==> config.mk <==
export PLATFORM = sky130hd
export DESIGN_NAME = mgmt_cmd_mailbox
export DESIGN_NICKNAME = d
export VERILOG_FILES = /design/src/rtl/mgmt_mbox_pkg.sv /design/src/rtl/mgmt_mbox_ctrl.sv /design/src/rtl/mgmt_mbox_datapath.sv /design/src/rtl/mgmt_cmd_mailbox.sv
export SDC_FILE = /design/constraint.sdc
export NUM_CORES = 1
export LEC_CHECK = 0
export ABC_AREA = 1
export BUFFER_PORTS_ARGS = -buffer_cell sky130_fd_sc_hd__buf_2
export CORE_UTILIZATION = 50
export DETAILED_ROUTE_END_ITERATION = 8
export GPL_TIMING_DRIVEN = 0
export PLACE_DENSITY = 0.75
export SYNTH_ARGS = -nofsm -noshare
export SYNTH_HDL_FRONTEND = slang
export SYNTH_SLANG_ARGS = --single-unit
==> constraint.sdc <==
create_clock -name clk -period 1.84 [get_ports clk]
set_input_delay 0.46 -clock clk [delete_from_list [all_inputs] [get_ports clk]]
set_output_delay 0.46 -clock clk [all_outputs]
set_load 0.005 [all_outputs]
==> src/rtl/mgmt_mbox_pkg.sv <==
package mgmt_mbox_pkg;

  localparam int VERB_W    = 8;
  localparam int VALID_BIT = 7;
  localparam int DONE_BIT  = 6;
  localparam int OP_W      = 6;

  localparam logic [1:0] REGION_CMD  = 2'd0;
  localparam logic [1:0] REGION_RSP0 = 2'd1;
  localparam logic [1:0] REGION_RSP1 = 2'd2;

  // Strobes from control to datapath
  typedef struct packed {
    logic accept;    // take the command in this cycle
    logic complete;  // write the result in this cycle
    logic lock;      // command slot frozen
    logic sel;       // response slot in use
  } mboxStrobe_t;

endpackage

==> src/rtl/mgmt_mbox_ctrl.sv <==
module mgmt_mbox_ctrl
  import mgmt_mbox_pkg::*;
#(
  parameter int LATENCY = 3
) (
  input  logic        clk,
  input  logic        rstN,
  input  logic        cmdVbit,
  output mboxStrobe_t strobes
);

  localparam int CNT_W = (LATENCY > 1) ? $clog2(LATENCY) : 1;

  typedef enum logic {ST_IDLE, ST_EXEC} state_t;

  state_t           state;
  logic [CNT_W-1:0] cnt;
  logic             lastVbit;
  logic             rspSel;
  logic             acceptNow;
  logic             completeNow;

  assign acceptNow   = (state == ST_IDLE) && (cmdVbit != lastVbit);
  assign completeNow = (state == ST_EXEC) && (cnt == '0);

  always_ff @(posedge clk) begin
    if (!rstN) begin
      state    <= ST_IDLE;
      cnt      <= '0;
      lastVbit <= 1'b0;
      rspSel   <= 1'b1;  // clear valid bit at startup selects slot 1
    end else if (acceptNow) begin
      state    <= ST_EXEC;
      cnt      <= CNT_W'(LATENCY - 1);
      lastVbit <= cmdVbit;
    end else if (completeNow) begin
      state    <= ST_IDLE;
      rspSel   <= ~rspSel;
    end else if (state == ST_EXEC) begin
      cnt      <= cnt - CNT_W'(1);
    end
  end

  always_comb begin
    strobes.accept   = acceptNow;
    strobes.complete = completeNow;
    strobes.lock     = (state == ST_EXEC);
    strobes.sel      = rspSel;
  end

  // entering execution always consumes a fresh valid bit
  p_fresh_vbit_r2: assert property (@(posedge clk) disable iff (!rstN)
    (state == ST_EXEC && $past(state) == ST_IDLE) |-> (lastVbit != $past(lastVbit)));

  // the slot flips on each completion and holds otherwise
  p_alternate_r4: assert property (@(posedge clk) disable iff (!rstN)
    completeNow |=> (rspSel != $past(rspSel)));

  p_hold_sel_r4: assert property (@(posedge clk) disable iff (!rstN)
    !completeNow |=> $stable(rspSel));

endmodule

==> src/rtl/mgmt_mbox_datapath.sv <==
module mgmt_mbox_datapath
  import mgmt_mbox_pkg::*;
#(
  parameter int DATA_W     = 32,
  parameter int SLOT_WORDS = 4,
  parameter int ADDR_W     = $clog2(SLOT_WORDS) + 2
) (
  input  logic              clk,
  input  logic              rstN,
  input  mboxStrobe_t       strobes,
  input  logic              busWrEn,
  input  logic [ADDR_W-1:0] busAddr,
  input  logic [DATA_W-1:0] busWrData,
  output logic [DATA_W-1:0] busRdData,
  output logic              cmdVbit
);

  localparam int IDX_W = ADDR_W - 2;

  logic [SLOT_WORDS-1:0][DATA_W-1:0]      cmdMem;
  logic [1:0][SLOT_WORDS-1:0][DATA_W-1:0] rspMem;
  logic [SLOT_WORDS-1:0][DATA_W-1:0]      resultSlot;
  logic [DATA_W-1:0]                      seqCount;
  logic [DATA_W-1:0]                      seqNext;
  logic [1:0]                             region;
  logic [IDX_W-1:0]                       idx;

  assign region  = busAddr[ADDR_W-1:IDX_W];
  assign idx     = busAddr[IDX_W-1:0];
  assign seqNext = seqCount + DATA_W'(1);
  assign cmdVbit = cmdMem[0][VALID_BIT];

  // Command slot: bus-writable only while no command executes
  always_ff @(posedge clk) begin
    if (!rstN) begin
      cmdMem <= '0;
    end else if (busWrEn && region == REGION_CMD && !strobes.lock) begin
      cmdMem[idx] <= busWrData;
    end
  end

  // Stub result, built from the frozen command slot
  for (genvar w = 0; w < SLOT_WORDS; w++) begin : g_result
    if (w == 0) begin : g_verb
      assign resultSlot[w] = DATA_W'({cmdMem[0][VALID_BIT], 1'b1, cmdMem[0][OP_W-1:0]});
    end else if (w == 1) begin : g_seq
      assign resultSlot[w] = seqNext;
    end else begin : g_echo
      assign resultSlot[w] = cmdMem[w];
    end
  end

  // Response slots: written only by the control strobes
  always_ff @(posedge clk) begin
    if (!rstN) begin
      rspMem   <= '0;
      seqCount <= '0;
    end else begin
      if (strobes.accept) begin
        rspMem[strobes.sel][0] <= '0;
      end
      if (strobes.complete) begin
        rspMem[strobes.sel] <= resultSlot;
        seqCount            <= seqNext;
      end
    end
  end

  always_comb begin
    case (region)
      REGION_CMD:  busRdData = cmdMem[idx];
      REGION_RSP0: busRdData = rspMem[0][idx];
      REGION_RSP1: busRdData = rspMem[1][idx];
      default:     busRdData = '0;
    endcase
  end

  // the receiving slot's verb is zero right after acceptance
  p_clear_on_accept_r5: assert property (@(posedge clk) disable iff (!rstN)
    strobes.accept |=> (rspMem[$past(strobes.sel)][0] == '0));

  // a completed verb is never zero
  p_verb_nonzero_r6: assert property (@(posedge clk) disable iff (!rstN)
    strobes.complete |=> (rspMem[$past(strobes.sel)][0][VERB_W-1:0] != '0));

  // payload lands together with the verb and the count advances by one
  p_payload_with_verb_r7: assert property (@(posedge clk) disable iff (!rstN)
    strobes.complete |=> (rspMem[$past(strobes.sel)][1] == seqCount));

  p_seq_step_r7: assert property (@(posedge clk) disable iff (!rstN)
    strobes.complete |=> (seqCount == $past(seqCount) + DATA_W'(1)));

  // command slot frozen during execution
  p_cmd_frozen_r8: assert property (@(posedge clk) disable iff (!rstN)
    strobes.lock |=> $stable(cmdMem));

  // response slots move only on control strobes
  p_rsp_quiet_r9: assert property (@(posedge clk) disable iff (!rstN)
    (!strobes.accept && !strobes.complete) |=> $stable(rspMem));

endmodule

==> src/rtl/mgmt_cmd_mailbox.sv <==
module mgmt_cmd_mailbox
  import mgmt_mbox_pkg::*;
#(
  parameter int   DATA_W     = 32,
  parameter int   SLOT_WORDS = 4,
  parameter int   LATENCY    = 3,
  localparam int  ADDR_W     = $clog2(SLOT_WORDS) + 2
) (
  input  logic              clk,
  input  logic              rstN,
  input  logic              busWrEn,
  input  logic [ADDR_W-1:0] busAddr,
  input  logic [DATA_W-1:0] busWrData,
  output logic [DATA_W-1:0] busRdData
);

  mboxStrobe_t strobes;
  logic        cmdVbit;

  mgmt_mbox_ctrl #(
    .LATENCY (LATENCY)
  ) u_ctrl (
    .clk     (clk),
    .rstN    (rstN),
    .cmdVbit (cmdVbit),
    .strobes (strobes)
  );

  mgmt_mbox_datapath #(
    .DATA_W     (DATA_W),
    .SLOT_WORDS (SLOT_WORDS),
    .ADDR_W     (ADDR_W)
  ) u_datapath (
    .clk       (clk),
    .rstN      (rstN),
    .strobes   (strobes),
    .busWrEn   (busWrEn),
    .busAddr   (busAddr),
    .busWrData (busWrData),
    .busRdData (busRdData),
    .cmdVbit   (cmdVbit)
  );

endmodule

==> results.toml <==
[run_status]
status = "complete, but fails checks"
violations = "setup timing"

[floorplanning]
core_sq_mm = 0.0346
die_w_microns = 190
rows = 68
initial_utilization_pct = 51.0
die_height_microns = 190
io_pins = 71
dieArea_sq_mm = 0.0361

[final_layout]
nets = 2625
drive_above_1_share_pct = 17.4
synthToLayoutAreaGrowth_pct = 27.5
fill_cells = 2871
final_cells = 3074
final_common_cell = "dfxtp_1"
layout_common_cells = "dfxtp_1 (418), inv_1 (398), nand2_1 (356), a21oi_1 (273), o21ai_0 (209)"

[yosys]
synth.yosys.warnings = 0
syn_area_sq_mm = 0.0177
synth_cell_types = 30
synth_seq_cells = 421
syn_area_per_cell_sq_um = 7.27
postSynthCellCount = 2429
synth_fp_nets = 2470
synth_seq_area_share_pct = 47.7

[clock_network]
cts_max_level = 2
cts_root_buf = "clkbuf_16"
cts_tree = "built"
cts_hold_buf = 0
clk_pin_slew_ns = 0.07
numCtsBuffers = 45
clock_path_buffers = 3
clk_latency_ns = 0.60
clock-sinks = 421

[place]
place_hpwl_mm = 49.2
dpl.cell_count = 2954
portBuffers = 70
gp_congestion = 1.01
place_ws_ns = -1.15

[timing]
fin_crit_ns = 2.20
final.setup.worst_slack_ns = -0.364
maxSlewViolCount = 0
setup_viol = 35
slew_headroom_pct = 38.5
fin_skew_ns = 0.0171
worstMarginPinSlew_ns = 0.922
finalHoldViolCount = 0
max_freq_mhz = 454
fin_crit_sh_pct = 120
rsz0062_at_grt = "true"

[global_route]
grt-ovfl-total = 0
grt.met2_usage_pct = 63.1
grt-busiest-layer = "met2"
use_met1_pct = 49.0
use_met3_pct = 13.6
grt_pass1_vias = 18100
grt_antenna_before_repair = 4
grt_pass1_wl_mm = 110
grt_use_total_pct = 41.1
grt_max_degree = 14

[worst_setup_path]
r2r_cells = 7
worstSetupPathType = "primary input to primary output"
rrSetupSlack_ns = -0.08
endpoint_kind = "primary output"
path_max_fanout = 10
r2r_start = "u_ctrl.rspSel$_SDFFE_PN1P_"
rr_endpoint = "u_datapath.rspMem[222]$_SDFFE_PN0P_"
critPathLaunchType = "primary input"
critPathRequiredTime_ns = 1.38
arrival_ns = 1.74

[power_and_ir_drop]
peakVddDrop_uv = 915
power_density_mw_per_mm2 = 985
p_leak_nw = 8.56
finalPower_w = 0.0222

[detailed_routing]
wl_mm = 76.0
wire_per_inst_microns = 24.7
first_pass_iters = 6
first_iter_violations = 2373
num_vias = 18900
drc = 0
detail-route-antenna-nets = 0
routed_via_density = 6.15

[worst_hold_path]
min_from = "busWrData[24]"
hold_class = "primary input to register"
hold_end = "u_datapath.cmdMem[56]$_SDFFE_PN0P_"
whs_path_depth = 3

[run]
maxCapViolCount = 0
metrics by stage:
stage,util (%),hold slack [ns],instance area [sq um],TNS [ns]
2_1_floorplan,-,0.415,17700,0
5_1_grt,65.0,0.199,22500,-10.54
3_5_place_dp,53.6,0.429,18600,-162.34
4_1_cts,63.8,0.183,22100,-7.95
3_3_place_gp,53.6,0.425,18600,-152.19
6_report,65.0,0.182,22500,-10.14
metal layers:
metal / share of wire (%) / vias to the layer above
met1: 36 / 8729
met5: 0.036 / -
li1: - / 8317
met2: 43 / 1457
met4: 7.2 / 4
met3: 14 / 405
report_power, final:
group	internal, W	switching, W
logic	0.000797	0.00169
clock network	0.00602	0.00403
registers	0.00944	0.000195
total	0.0163	0.00592
logic make-up (layout without fill, tap and decap cells):
group / count (synthesis) / count (layout) / share of synthesized area [%]
other cells: 0 / 2 / 0
xor+xnor: 13 / 13 / 0.645
compound gates: 816 / 816 / 25.0
flops: 421 / 421 / 47.7
simple gates: 607 / 608 / 14.1
mux: 1 / 1 / 0.0638
buf+inv: 569 / 756 / 12.4
fa+ha+maj: 2 / 2 / 0.142
final cells by class:
type / instances / area, sq um / area share, %
Sequential cell: 421 / 8430 / 37.5
Multi-Input combinational cell: 1440 / 8070 / 35.8
Inverter: 412 / 1600 / 7.10
Buffer: 156 / 1330 / 5.91
Clock buffer: 61 / 1290 / 5.71
Timing Repair Buffer: 106 / 897 / 3.98
Tap cell: 455 / 569 / 2.53
Clock inverter: 19 / 307 / 1.36
Timing Repair inverter: 2 / 25.0 / 0.111
Antenna cell: 2 / 5.00 / 0.0222
how the worst max path moves through the flow:
stage / startpoint / end / slack [ns] / cells past startpoint
2_1_floorplan: busAddr[0] / busRdData[25] / 0.01 / 6
3_5_place_dp: busAddr[1] / busRdData[30] / -1.15 / 8
4_1_cts: busAddr[1] / busRdData[23] / -0.33 / 9
6_report: busAddr[0] / busRdData[30] / -0.36 / 10
5_1_grt: busAddr[0] / busRdData[10] / -0.37 / 9
3_3_place_gp: busAddr[0] / busRdData[10] / -1.11 / 9
critical path, cell delays in order:
cell and delay [ns]:
buf_12 0.11, inv_8 0.04, nand2_4 0.16, inv_4 0.10
clkbuf_8 0.21, nand2_1 0.12, o2111ai_2 0.13, nand2_1 0.10
nand3_2 0.14, buf_2 0.17
Yosys cell counts:
master	n	area share, %
dfxtp_1	421	48
inv_1	401	8.5
nand2_1	387	8.2
a21oi_1	273	7.7
o21ai_0	247	7.0
o22ai_1	165	5.8
clkbuf_1	116	2.5
nand3_1	104	2.9
o21ai_1	95	2.7
nor2_1	66	1.4
nor3_1	37	1.0
buf_2	24	0.68
o2111ai_1	19	0.94
buf_1	13	0.28
xor2_1	11	0.55
inv_2	10	0.21
nor2_2	10	0.35
o211ai_1	7	0.30
a22oi_1	4	0.17
buf_4	4	0.17
a211oi_1	2	0.085
ha_1	2	0.14
nand2_2	2	0.071
o21a_1	2	0.085
xnor2_1	2	0.099
a22o_1	1	0.050
clkinv_1	1	0.021
mux2_2	1	0.064
nor2_4	1	0.064
o31ai_1	1	0.043
repair_timing:
action / 4_1_cts / 5_1_grt
endpoints found under the hold margin: 0 / 0
cloned: 17 / 1
resized for setup: 406 / 134
setup buffers: 12 / 11
endpoints found under the setup margin: 432 / 379
pin swaps: 49 / 41
(Power assumes the default switching activity.)
